**src/rtl/alu_pkg.sv**
```systemverilog
package alu_pkg;

    localparam int unsigned CODE_W = 6;

    // major opcodes
    localparam logic [CODE_W-1:0] OPC_RTYPE = 6'b000000;
    localparam logic [CODE_W-1:0] OPC_ADDI  = 6'b001000;
    localparam logic [CODE_W-1:0] OPC_ADDIU = 6'b001001;
    localparam logic [CODE_W-1:0] OPC_SLTI  = 6'b001010;
    localparam logic [CODE_W-1:0] OPC_SLTIU = 6'b001011;
    localparam logic [CODE_W-1:0] OPC_ANDI  = 6'b001100;
    localparam logic [CODE_W-1:0] OPC_ORI   = 6'b001101;
    localparam logic [CODE_W-1:0] OPC_XORI  = 6'b001110;
    localparam logic [CODE_W-1:0] OPC_LUI   = 6'b001111;

    // function field values under OPC_RTYPE
    localparam logic [CODE_W-1:0] FN_SLL  = 6'b000000;
    localparam logic [CODE_W-1:0] FN_SRL  = 6'b000010;
    localparam logic [CODE_W-1:0] FN_SRA  = 6'b000011;
    localparam logic [CODE_W-1:0] FN_SLLV = 6'b000100;
    localparam logic [CODE_W-1:0] FN_SRLV = 6'b000110;
    localparam logic [CODE_W-1:0] FN_SRAV = 6'b000111;
    localparam logic [CODE_W-1:0] FN_ADD  = 6'b100000;
    localparam logic [CODE_W-1:0] FN_ADDU = 6'b100001;
    localparam logic [CODE_W-1:0] FN_SUB  = 6'b100010;
    localparam logic [CODE_W-1:0] FN_SUBU = 6'b100011;
    localparam logic [CODE_W-1:0] FN_AND  = 6'b100100;
    localparam logic [CODE_W-1:0] FN_OR   = 6'b100101;
    localparam logic [CODE_W-1:0] FN_XOR  = 6'b100110;
    localparam logic [CODE_W-1:0] FN_NOR  = 6'b100111;
    localparam logic [CODE_W-1:0] FN_SLT  = 6'b101010;
    localparam logic [CODE_W-1:0] FN_SLTU = 6'b101011;

    typedef enum logic [3:0] {
        OP_NONE,
        OP_ADD,
        OP_SUB,
        OP_AND,
        OP_OR,
        OP_XOR,
        OP_NOR,
        OP_SLT,
        OP_SLTU,
        OP_SLL,
        OP_SRL,
        OP_SRA,
        OP_LUI
    } alu_op_e;

    typedef enum logic [1:0] {
        IMM_OFF,
        IMM_SEXT,
        IMM_ZEXT
    } imm_mode_e;

    typedef struct packed {
        alu_op_e   op;
        imm_mode_e imm_mode;
        logic      var_shift;
        logic      traps;
        logic      legal;
    } alu_ctl_t;

endpackage

```
**src/rtl/alu_decode.sv**
```systemverilog
module alu_decode
    import alu_pkg::*;
(
    input  logic [CODE_W-1:0] opcode,
    input  logic [CODE_W-1:0] funct,
    output alu_ctl_t          ctl
);

    alu_ctl_t ctl_d;

    always_comb begin
        ctl_d           = '0;
        ctl_d.op        = OP_NONE;
        ctl_d.imm_mode  = IMM_OFF;
        ctl_d.legal     = 1'b1;
        unique case (opcode)
            OPC_RTYPE: begin
                unique case (funct)
                    FN_ADD:  begin ctl_d.op = OP_ADD; ctl_d.traps = 1'b1; end
                    FN_ADDU: ctl_d.op = OP_ADD;
                    FN_SUB:  begin ctl_d.op = OP_SUB; ctl_d.traps = 1'b1; end
                    FN_SUBU: ctl_d.op = OP_SUB;
                    FN_AND:  ctl_d.op = OP_AND;
                    FN_OR:   ctl_d.op = OP_OR;
                    FN_XOR:  ctl_d.op = OP_XOR;
                    FN_NOR:  ctl_d.op = OP_NOR;
                    FN_SLT:  ctl_d.op = OP_SLT;
                    FN_SLTU: ctl_d.op = OP_SLTU;
                    FN_SLL:  ctl_d.op = OP_SLL;
                    FN_SRL:  ctl_d.op = OP_SRL;
                    FN_SRA:  ctl_d.op = OP_SRA;
                    FN_SLLV: begin ctl_d.op = OP_SLL; ctl_d.var_shift = 1'b1; end
                    FN_SRLV: begin ctl_d.op = OP_SRL; ctl_d.var_shift = 1'b1; end
                    FN_SRAV: begin ctl_d.op = OP_SRA; ctl_d.var_shift = 1'b1; end
                    default: ctl_d.legal = 1'b0;
                endcase
            end
            OPC_ADDI: begin
                ctl_d.op       = OP_ADD;
                ctl_d.imm_mode = IMM_SEXT;
                ctl_d.traps    = 1'b1;
            end
            OPC_ADDIU: begin
                ctl_d.op       = OP_ADD;
                ctl_d.imm_mode = IMM_SEXT;
            end
            OPC_SLTI: begin
                ctl_d.op       = OP_SLT;
                ctl_d.imm_mode = IMM_SEXT;
            end
            OPC_SLTIU: begin
                ctl_d.op       = OP_SLTU;
                ctl_d.imm_mode = IMM_SEXT;
            end
            OPC_ANDI: begin
                ctl_d.op       = OP_AND;
                ctl_d.imm_mode = IMM_ZEXT;
            end
            OPC_ORI: begin
                ctl_d.op       = OP_OR;
                ctl_d.imm_mode = IMM_ZEXT;
            end
            OPC_XORI: begin
                ctl_d.op       = OP_XOR;
                ctl_d.imm_mode = IMM_ZEXT;
            end
            OPC_LUI: ctl_d.op = OP_LUI;
            default: ctl_d.legal = 1'b0;
        endcase
        if (!ctl_d.legal) begin
            ctl_d.op        = OP_NONE;
            ctl_d.traps     = 1'b0;
            ctl_d.var_shift = 1'b0;
            ctl_d.imm_mode  = IMM_OFF;
        end
    end

    assign ctl = ctl_d;

endmodule

```
**src/rtl/alu_shift.sv**
```systemverilog
module alu_shift #(
    parameter int unsigned WIDTH = 32,
    localparam int unsigned AMT_W = $clog2(WIDTH)
) (
    input  logic [WIDTH-1:0] data_in,
    input  logic [AMT_W-1:0] amount,
    input  logic             to_left,
    input  logic             arith,
    output logic [WIDTH-1:0] data_out
);

    // Left shifts run through the right-shift ladder on bit-reversed data.
    logic [WIDTH-1:0] rev_in;
    logic [WIDTH-1:0] ladder [AMT_W+1];
    logic [WIDTH-1:0] rev_out;
    logic             fill_bit;

    assign fill_bit = arith & ~to_left & data_in[WIDTH-1];

    for (genvar i = 0; i < WIDTH; i++) begin : g_rev_in
        assign rev_in[i] = data_in[WIDTH-1-i];
    end

    assign ladder[0] = to_left ? rev_in : data_in;

    for (genvar k = 0; k < AMT_W; k++) begin : g_stage
        localparam int unsigned STEP = 1 << k;
        assign ladder[k+1] = amount[k]
                           ? {{STEP{fill_bit}}, ladder[k][WIDTH-1:STEP]}
                           : ladder[k];
    end

    for (genvar i = 0; i < WIDTH; i++) begin : g_rev_out
        assign rev_out[i] = ladder[AMT_W][WIDTH-1-i];
    end

    assign data_out = to_left ? rev_out : ladder[AMT_W];

endmodule

```
**src/rtl/alu_core.sv**
```systemverilog
module alu_core
    import alu_pkg::*;
#(
    parameter int unsigned DATA_W = 32,
    parameter int unsigned IMM_W  = 16,
    localparam int unsigned AMT_W = $clog2(DATA_W)
) (
    input  alu_ctl_t          ctl,
    input  logic [DATA_W-1:0] src_a,
    input  logic [DATA_W-1:0] src_b,
    input  logic [IMM_W-1:0]  imm,
    input  logic [AMT_W-1:0]  shamt,
    output logic [DATA_W-1:0] res,
    output logic              ovf
);

    localparam int unsigned EXT_W = DATA_W - IMM_W;

    logic [DATA_W-1:0] imm_ext;
    logic [DATA_W-1:0] opnd_b;
    logic              is_sub;
    logic [DATA_W-1:0] b_eff;
    logic [DATA_W-1:0] sum;
    logic              sum_ovf;
    logic              lt_signed;
    logic              lt_unsigned;
    logic [AMT_W-1:0]  sh_amt;
    logic              sh_left;
    logic              sh_arith;
    logic [DATA_W-1:0] sh_res;

    // immediate extension chosen by the decoded mode
    always_comb begin
        unique case (ctl.imm_mode)
            IMM_SEXT: imm_ext = {{EXT_W{imm[IMM_W-1]}}, imm};
            IMM_ZEXT: imm_ext = {{EXT_W{1'b0}}, imm};
            default:  imm_ext = '0;
        endcase
    end

    assign opnd_b = (ctl.imm_mode == IMM_OFF) ? src_b : imm_ext;

    // shared adder; subtraction adds the inverted operand plus one
    assign is_sub  = (ctl.op == OP_SUB);
    assign b_eff   = is_sub ? ~opnd_b : opnd_b;
    assign sum     = src_a + b_eff + DATA_W'(is_sub);
    assign sum_ovf = (src_a[DATA_W-1] == b_eff[DATA_W-1])
                   && (sum[DATA_W-1] != src_a[DATA_W-1]);

    assign lt_signed   = $signed(src_a) < $signed(opnd_b);
    assign lt_unsigned = src_a < opnd_b;

    // shifter: register count uses only the low bits of src_a
    assign sh_amt   = ctl.var_shift ? src_a[AMT_W-1:0] : shamt;
    assign sh_left  = (ctl.op == OP_SLL);
    assign sh_arith = (ctl.op == OP_SRA);

    alu_shift #(
        .WIDTH (DATA_W)
    ) u_shift (
        .data_in  (src_b),
        .amount   (sh_amt),
        .to_left  (sh_left),
        .arith    (sh_arith),
        .data_out (sh_res)
    );

    always_comb begin
        res = '0;
        ovf = 1'b0;
        unique case (ctl.op)
            OP_ADD, OP_SUB: begin
                res = sum;
                ovf = ctl.traps & sum_ovf;
            end
            OP_AND:  res = src_a & opnd_b;
            OP_OR:   res = src_a | opnd_b;
            OP_XOR:  res = src_a ^ opnd_b;
            OP_NOR:  res = ~(src_a | opnd_b);
            OP_SLT:  res = {{(DATA_W-1){1'b0}}, lt_signed};
            OP_SLTU: res = {{(DATA_W-1){1'b0}}, lt_unsigned};
            OP_SLL, OP_SRL, OP_SRA: res = sh_res;
            OP_LUI:  res = {imm, {EXT_W{1'b0}}};
            default: res = '0;
        endcase
    end

endmodule

```
**src/rtl/alu_exec.sv**
```systemverilog
module alu_exec
    import alu_pkg::*;
#(
    parameter int unsigned DATA_W = 32,
    parameter int unsigned IMM_W  = 16,
    localparam int unsigned AMT_W = $clog2(DATA_W)
) (
    input  logic              clk,
    input  logic              rst_n,
    input  logic              in_valid,
    input  logic [5:0]        opcode,
    input  logic [5:0]        funct,
    input  logic [DATA_W-1:0] src_a,
    input  logic [DATA_W-1:0] src_b,
    input  logic [IMM_W-1:0]  imm,
    input  logic [AMT_W-1:0]  shamt,
    output logic              out_valid,
    output logic [DATA_W-1:0] result,
    output logic              overflow
);

    typedef struct packed {
        logic              valid;
        logic [DATA_W-1:0] res;
        logic              ovf;
    } out_st_t;

    alu_ctl_t          ctl;
    logic [DATA_W-1:0] core_res;
    logic              core_ovf;
    out_st_t           out_d;
    out_st_t           out_q;

    alu_decode u_decode (
        .opcode (opcode),
        .funct  (funct),
        .ctl    (ctl)
    );

    alu_core #(
        .DATA_W (DATA_W),
        .IMM_W  (IMM_W)
    ) u_core (
        .ctl   (ctl),
        .src_a (src_a),
        .src_b (src_b),
        .imm   (imm),
        .shamt (shamt),
        .res   (core_res),
        .ovf   (core_ovf)
    );

    always_comb begin
        out_d       = out_q;
        out_d.valid = in_valid;
        if (in_valid) begin
            out_d.res = core_res;
            out_d.ovf = core_ovf;
        end
    end

    always_ff @(posedge clk or negedge rst_n) begin
        if (!rst_n) begin
            out_q <= '0;
        end else begin
            out_q <= out_d;
        end
    end

    assign out_valid = out_q.valid;
    assign result    = out_q.res;
    assign overflow  = out_q.ovf;

    // one-cycle handshake and hold
    p_valid_rise_r1: assert property (@(posedge clk) disable iff (!rst_n)
        in_valid |=> out_valid);
    p_valid_fall_r1: assert property (@(posedge clk) disable iff (!rst_n)
        !in_valid |=> !out_valid);
    p_hold_r1: assert property (@(posedge clk) disable iff (!rst_n)
        !in_valid |=> ($stable(result) && $stable(overflow)));

    // wrapping add/subtract never flags
    p_no_overflow_r3: assert property (@(posedge clk) disable iff (!rst_n)
        (in_valid && ((opcode == OPC_RTYPE && (funct == FN_ADDU || funct == FN_SUBU))
                      || opcode == OPC_ADDIU)) |=> !overflow);

    // compare-and-set writes a single bit
    p_set_bool_r5: assert property (@(posedge clk) disable iff (!rst_n)
        (in_valid && (ctl.op == OP_SLT || ctl.op == OP_SLTU))
        |=> (result[DATA_W-1:1] == '0));

    // low half of upper-immediate load is zero
    p_lui_low_r7: assert property (@(posedge clk) disable iff (!rst_n)
        (in_valid && opcode == OPC_LUI) |=> (result[DATA_W-IMM_W-1:0] == '0));

    // logical right shift by a nonzero count clears the top bit
    p_srl_top_r10: assert property (@(posedge clk) disable iff (!rst_n)
        (in_valid && opcode == OPC_RTYPE && funct == FN_SRL && shamt != '0)
        |=> !result[DATA_W-1]);

    // unrecognised codes give zero
    p_illegal_zero_r11: assert property (@(posedge clk) disable iff (!rst_n)
        (in_valid && !ctl.legal) |=> (result == '0 && !overflow));

endmodule

```
**config.mk**
```make
export PLATFORM = sky130hd
export DESIGN_NAME = alu_exec
export DESIGN_NICKNAME = d
export VERILOG_FILES = /design/src/rtl/alu_pkg.sv /design/src/rtl/alu_decode.sv /design/src/rtl/alu_shift.sv /design/src/rtl/alu_core.sv /design/src/rtl/alu_exec.sv
export SDC_FILE = /design/constraint.sdc
export NUM_CORES = 1
export LEC_CHECK = 0
export ABC_AREA = 1
export BUFFER_PORTS_ARGS = -buffer_cell sky130_fd_sc_hd__buf_2
export CORE_UTILIZATION = 50
export CTS_CLUSTER_SIZE = 8
export DETAILED_ROUTE_END_ITERATION = 16
export PLACE_DENSITY = 0.76
export SYNTH_ARGS = -nofsm -noshare
export SYNTH_HDL_FRONTEND = slang
export SYNTH_SLANG_ARGS = --single-unit
```
**constraint.sdc**
```tcl
create_clock -name clk -period 0.8 [get_ports clk]
set_input_delay 0.12 -clock clk [delete_from_list [all_inputs] [get_ports clk]]
set_output_delay 0.12 -clock clk [all_outputs]
set_load 0.05 [all_outputs]
```
==> impl_metrics.toml, run 1 <==
[logic_synthesis]
yosysUniqueCellTypes = 54
yosys_warnings = 0
syn_inst = 1719
syn_nets = 1949
ys_ff_latch = 34
synth-seq-area-share_pct = 8.636
synth_edf_count = 0
avgSynthCellArea_um2 = 5.731
syn_area_mm2 = 0.009852
async_reset_ff_share_pct = 100.0
synthFlopType = "dfrtp_1"

[die]
dieHeight_um = 142.4
rows = 50
ioPinCount = 134
die_x_um = 142.4
initial_core_util_pct = 51.80

[outcome]
status = "aborted with a tool error"
stop_error = "[ERROR GRT-0232] Routing congestion too high. Check the congestion heatmap in the GUI."
stop_stage = "5_1_grt"

[clocking]
clock-sinks = 34
cts_buffers = 5
root_buffer = "clkbuf_16"
cts.path.max_buffers = 2
htreeDepth = 2

[grt]
grt_max_degree = 41
grt-ovfl-total = 131
grt_usage_pct = 77.57

[placed_design]
routabilityCongestion = 1.119
io_buffers = 133
dp_hpwl_um = 40360

[timing]
timing.repair.worst_endpoint_type = "sequential cell input"
worst_endpoint = "result[16]$_DFFE_PN0P_/D"
## kinds of logic after synthesis
family,after synthesis,synth area share [%]
xor+xnor,37,3.289
fa+ha+maj,130,16.59
compound gates,257,15.85
buf+inv,267,10.96
simple gates,994,44.68
flops,34,8.636
## repair_timing
action | 4_1_cts
gates resized for setup | 222
hold buffers | 1
setup endpoints to repair | 67
cloned | 2
pin swaps | 58
setup buffers | 49
endpoints found under the hold margin | 34
## metal layers
metal / global-route usage, % / GRT overflow
met1: 74.52 / 0
met2: 95.87 / 79
met3: 63.56 / 3
met4: 81.15 / 49
met5: 25.56 / 0
## cells in the mapped netlist (all sizes together) (2+ instances only)
master	n	area share [%]
nand2	485	19
o22ai	6	0.38
a21boi	4	0.30
or2	6	0.38
o21ai	78	4.2
o31ai	3	0.23
ha	129	16
o21a	7	0.53
a2111oi	4	0.36
xnor2	2	0.18
nand3b	4	0.30
inv	183	7.0
a31oi	6	0.38
dfrtp	34	8.6
nor3	10	0.56
a21oi	88	4.5
nand4	40	2.5
o2111ai	5	0.44
nand3	351	18
buf	49	2.7
nor2	91	3.7
clkbuf	34	1.3
a211oi	9	0.69
xor2	35	3.1
o211ai	13	0.99
a21o	4	0.30
o21bai	2	0.15
a221oi	10	0.89
a22oi	13	0.99
nor4	6	0.38
## per-stage QoR
stage / cells / area [µm²] / setup slack [ns]
floorplan: 1719 / 10030 / -2.665
global placement: 2440 / 13950 / -3.348
detailed placement: 2440 / 13950 / -3.341
CTS: 2497 / 15350 / -2.736
==> inputs of run 2 (changes only) <==
--- a/config.mk
+++ b/config.mk
@@ -7,10 +7,9 @@
 export LEC_CHECK = 0
 export ABC_AREA = 1
 export BUFFER_PORTS_ARGS = -buffer_cell sky130_fd_sc_hd__buf_2
-export CORE_UTILIZATION = 50
-export CTS_CLUSTER_SIZE = 8
+export CORE_UTILIZATION = 35
 export DETAILED_ROUTE_END_ITERATION = 16
-export PLACE_DENSITY = 0.76
+export PLACE_DENSITY_LB_ADDON = 0.15
 export SYNTH_ARGS = -nofsm -noshare
 export SYNTH_HDL_FRONTEND = slang
 export SYNTH_SLANG_ARGS = --single-unit
==> impl_metrics.toml, run 2 <==
[outcome]
status = "finished, violations left"
violations = "negative setup slack"

[setup_path]
critPathLaunchType = "input pin"
r2r_start = "overflow"
required_ns = 0.98
setup.worst_path.end_class = "register"
startpoint = "opcode[5]"
cp_max_fo = 5
critPathArrivalTime_ns = 3.85
setup.worst_path.class = "input pin to register"

[clocking]
root_buffer = "clkbuf_16"
cts_tree = "yes"
clkTransAtPathRegs_ns = 0.07
clock-sinks = 34
htreeDepth = 2
cts.path.max_buffers = 2
insertion_delay_ns = 0.28
cts_buffers = 5

[die]
die_area_mm2 = 0.02882
rows = 61
core-area_mm2 = 0.02771
initial_core_util_pct = 35.56
dieHeight_um = 169.8
die_x_um = 169.8
ioPinCount = 134

[timing]
worst_pin_slew_ns = 0.6681
rsz0062_at_grt = "yes"
max_slew_margin_pct = 54.31
drv_slew = 0
setup_viol = 67
hold_violations = 0
hold-worst-slack_ns = 0.3017
max_freq_ghz = 0.2724
layout_min_cycle_time_ns = 3.671
post-route-period-util_pct = 458.9
finalClockSkew_ns = 0
setup_slack_ns = -2.871

[power_and_ir_drop]
p_leak_nw = 8.954
power_density_mw_per_mm2 = 958.1
max-vdd-ir-drop_v = 0.0006231

[layout]
final_common_cell = "buf_4"
diodes = 0
final_cell_mix = "buf_4, nand2_1, nand3_1"
area_growth_pct = 73.14
layout-drive-gt1-share_pct = 42.56
final_nets = 2541
largest_register_ff_count = 32

[route]
drc = 0
ant_nets = 0
drt-initial-drc-count = 1205
dr_total_vias = 14724
viasPerCell = 5.474
drt-pass1-iter-count = 5
drt-total-wl_um = 53990
avgRoutedWirePerCell_um = 20.07

[logic_synthesis]
syn_inst = 1719
synth_edf_count = 0
yosys_warnings = 0
yosysTopAreaCell = "nand2_1"
async_reset_ff_share_pct = 100.0
avgSynthCellArea_um2 = 5.731
ys_ff_latch = 34
synthTopCellsByArea = "nand2_1, nand3_1, ha_1"
synthFlopType = "dfrtp_1"
syn_nets = 1949
syn_area_mm2 = 0.009852
synth-seq-area-share_pct = 8.636
synth_common_cells = "nand2_1, nand3_1, inv_1"
synth.top_cell.area_share_pct = 18.29
synthMostInstantiatedCell = "nand2_1"
yosysUniqueCellTypes = 54

[grt]
grt_pass1_vias = 13703
grt_usage_pct = 35.58
grt_pass1_wl_um = 78020
grt_max_degree = 41
grt-ovfl-total = 0
antenna_found_initial = 0

[placed_design]
io_buffers = 133
routabilityCongestion = 1.032
dp_hpwl_um = 42260
pre_cts_slack_ns = -3.739

[flow_run]
maxCapViolCount = 0

[min_path]
min_from = "in_valid"
min_path_type = "input pin to register"
[run 2: worst max-delay path, stage by stage]
cell	delay, ns
buf_6	0.09
nor2_4	0.12
inv_2	0.07
nor2_4	0.14
nand2_4	0.09
ha_4	0.24
nor3_4	0.24
buf_4	0.15
buf_6	0.13
a22oi_2	0.11
xor2_1	0.19
ha_1	0.35
a21oi_2	0.21
o21ai_4	0.10
nand2_2	0.09
nand3_4	0.08
a31oi_4	0.22
o21ai_4	0.08
a21boi_2	0.20
buf_4	0.15
o21ai_2	0.07
o21ai_1	0.17
a21oi_2	0.05
nor2_2	0.16
nand2_1	0.07
nand2_1	0.06
nand2_1	0.07
[run 2: worst paths after layout]
| kind | slack, ns | to | cells after the start |
|---|---|---|---|
| max reg2reg | -0.08 | overflow | 4 |
| max in group asynchronous | 0.27 | result[24] | 3 |
| max | -2.87 | result[28] | 27 |
| min | 0.30 | out_valid | 2 |
| min in group asynchronous | 0.34 | result[7] | 3 |
| min reg2reg | 0.50 | result[19] | 2 |
[run 2: final cells by class]
type	instances	area, µm²
Fill cell	2667	10650
Multi-Input combinational cell	1418	9404
Timing Repair Buffer	668	5469
Sequential cell	34	857.1
Inverter	184	706.9
Tap cell	378	473.0
Clock buffer	7	142.6
Clock inverter	1	5.005
[run 2: where the power goes]
part / internal, mW / switching [mW] / leakage, nW
registers: 1.90 / 0.180 / 0.450
logic: 5.42 / 6.83 / 8.43
clock network: 1.24 / 0.775 / 0.0739
[run 2: through the flow]
stage                     std cells  setup TNS (ns)  area [µm²]  power (mW)  util [%]
after floorplan                1719          -73.97       10030       6.910         -
after global placement         2582          -98.63       14310       11.67     51.65
after CTS                      2635          -86.13       15740       15.05     56.83
final                          2690          -91.46       17060       16.34     61.57
after detailed placement       2582          -99.91       14310       11.72     51.65
after global routing           2690          -96.85       17060       17.27     61.57
[run 2: per-layer routing]
| layer | global-route usage [%] | vias up | share of wire, % |
|---|---|---|---|
| li1 | - | 7011 | - |
| met1 | 44.63 | 6932 | 41 |
| met2 | 61.35 | 636 | 47 |
| met3 | 4.571 | 145 | 7.5 |
| met4 | 13.98 | 0 | 5.2 |
| met5 | 0 | - | 0 |
[run 2: what timing repair did]
item,in CTS,in global routing
cloned,1,6
endpoints found under the setup margin,67,67
endpoints found under the hold margin,34,0
resized for setup,255,192
hold buffers,1,0
pin swaps,95,91
buffers inserted,45,56
[run 2: cell families after synthesis]
kind of cell / count (synthesis) / share of synthesized area (%)
compound gates: 257 / 15.85
xor+xnor: 37 / 3.289
fa+ha+maj: 130 / 16.59
buf+inv: 267 / 10.96
flops: 34 / 8.636
simple gates: 994 / 44.68
No activity file was read; power rests on OpenSTA's default activity.
==> inputs of run 3 (changes only) <==
--- a/config.mk
+++ b/config.mk
@@ -7,7 +7,9 @@
 export LEC_CHECK = 0
 export ABC_AREA = 1
 export BUFFER_PORTS_ARGS = -buffer_cell sky130_fd_sc_hd__buf_2
-export CORE_UTILIZATION = 35
+export CELL_PAD_IN_SITES_DETAIL_PLACEMENT = 2
+export CELL_PAD_IN_SITES_GLOBAL_PLACEMENT = 2
+export CORE_UTILIZATION = 31
 export DETAILED_ROUTE_END_ITERATION = 16
 export PLACE_DENSITY_LB_ADDON = 0.15
 export SYNTH_ARGS = -nofsm -noshare
==> impl_metrics.toml, run 3 <==
[logic_synthesis]
synthTopCellsByArea = "nand2_1, nand3_1, ha_1"
avgSynthCellArea_um2 = 5.731
synthMostInstantiatedCell = "nand2_1"
syn_inst = 1719
yosysTopAreaCell = "nand2_1"
synth_edf_count = 0
syn_nets = 1949
ys_ff_latch = 34
yosys_warnings = 0
synthFlopType = "dfrtp_1"
yosysUniqueCellTypes = 54
async_reset_ff_share_pct = 100.0
synth.top_cell.area_share_pct = 18.29
syn_area_mm2 = 0.009852
synth-seq-area-share_pct = 8.636
synth_common_cells = "nand2_1, nand3_1, inv_1"

[placed_design]
place_area_mm2 = 0.01424
dp_hpwl_um = 60480
pre_cts_slack_ns = -3.872
routabilityCongestion = 0.9407
io_buffers = 133

[die]
die_x_um = 180.3
ioPinCount = 134
initial_core_util_pct = 31.87
dieHeight_um = 180.3
rows = 64

[clocking]
root_buffer = "clkbuf_16"
clock-sinks = 34
htreeDepth = 2
cts_buffers = 5
cts_resized = 295
cts_hold_buf = 1
cts.path.max_buffers = 2
post_cts_buffers = 35

[outcome]
stop_error = "[ERROR DPL-0033] detailed placement checks failed during check placement."
status = "aborted with a tool error"
stop_stage = "4_1_cts"
## run 3: cell families after synthesis
kind of cell,after synthesis,share of synthesized area (%)
adders and majority gates,130,16.59
AOI/OAI and AO/OA,257,15.85
xor gates and xnor gates,37,3.289
buffers and inverters,267,10.96
DFF,34,8.636
and+or+nand+nor,994,44.68
## run 3: stage by stage
stage	hold slack (ns)	instances	util, %	TNS (ns)
3_5_place_dp	0.1180	2590	46.08	-113.65
3_3_place_gp	0.09912	2590	46.08	-102.35
2_1_floorplan	-0.1756	1719	-	-73.97
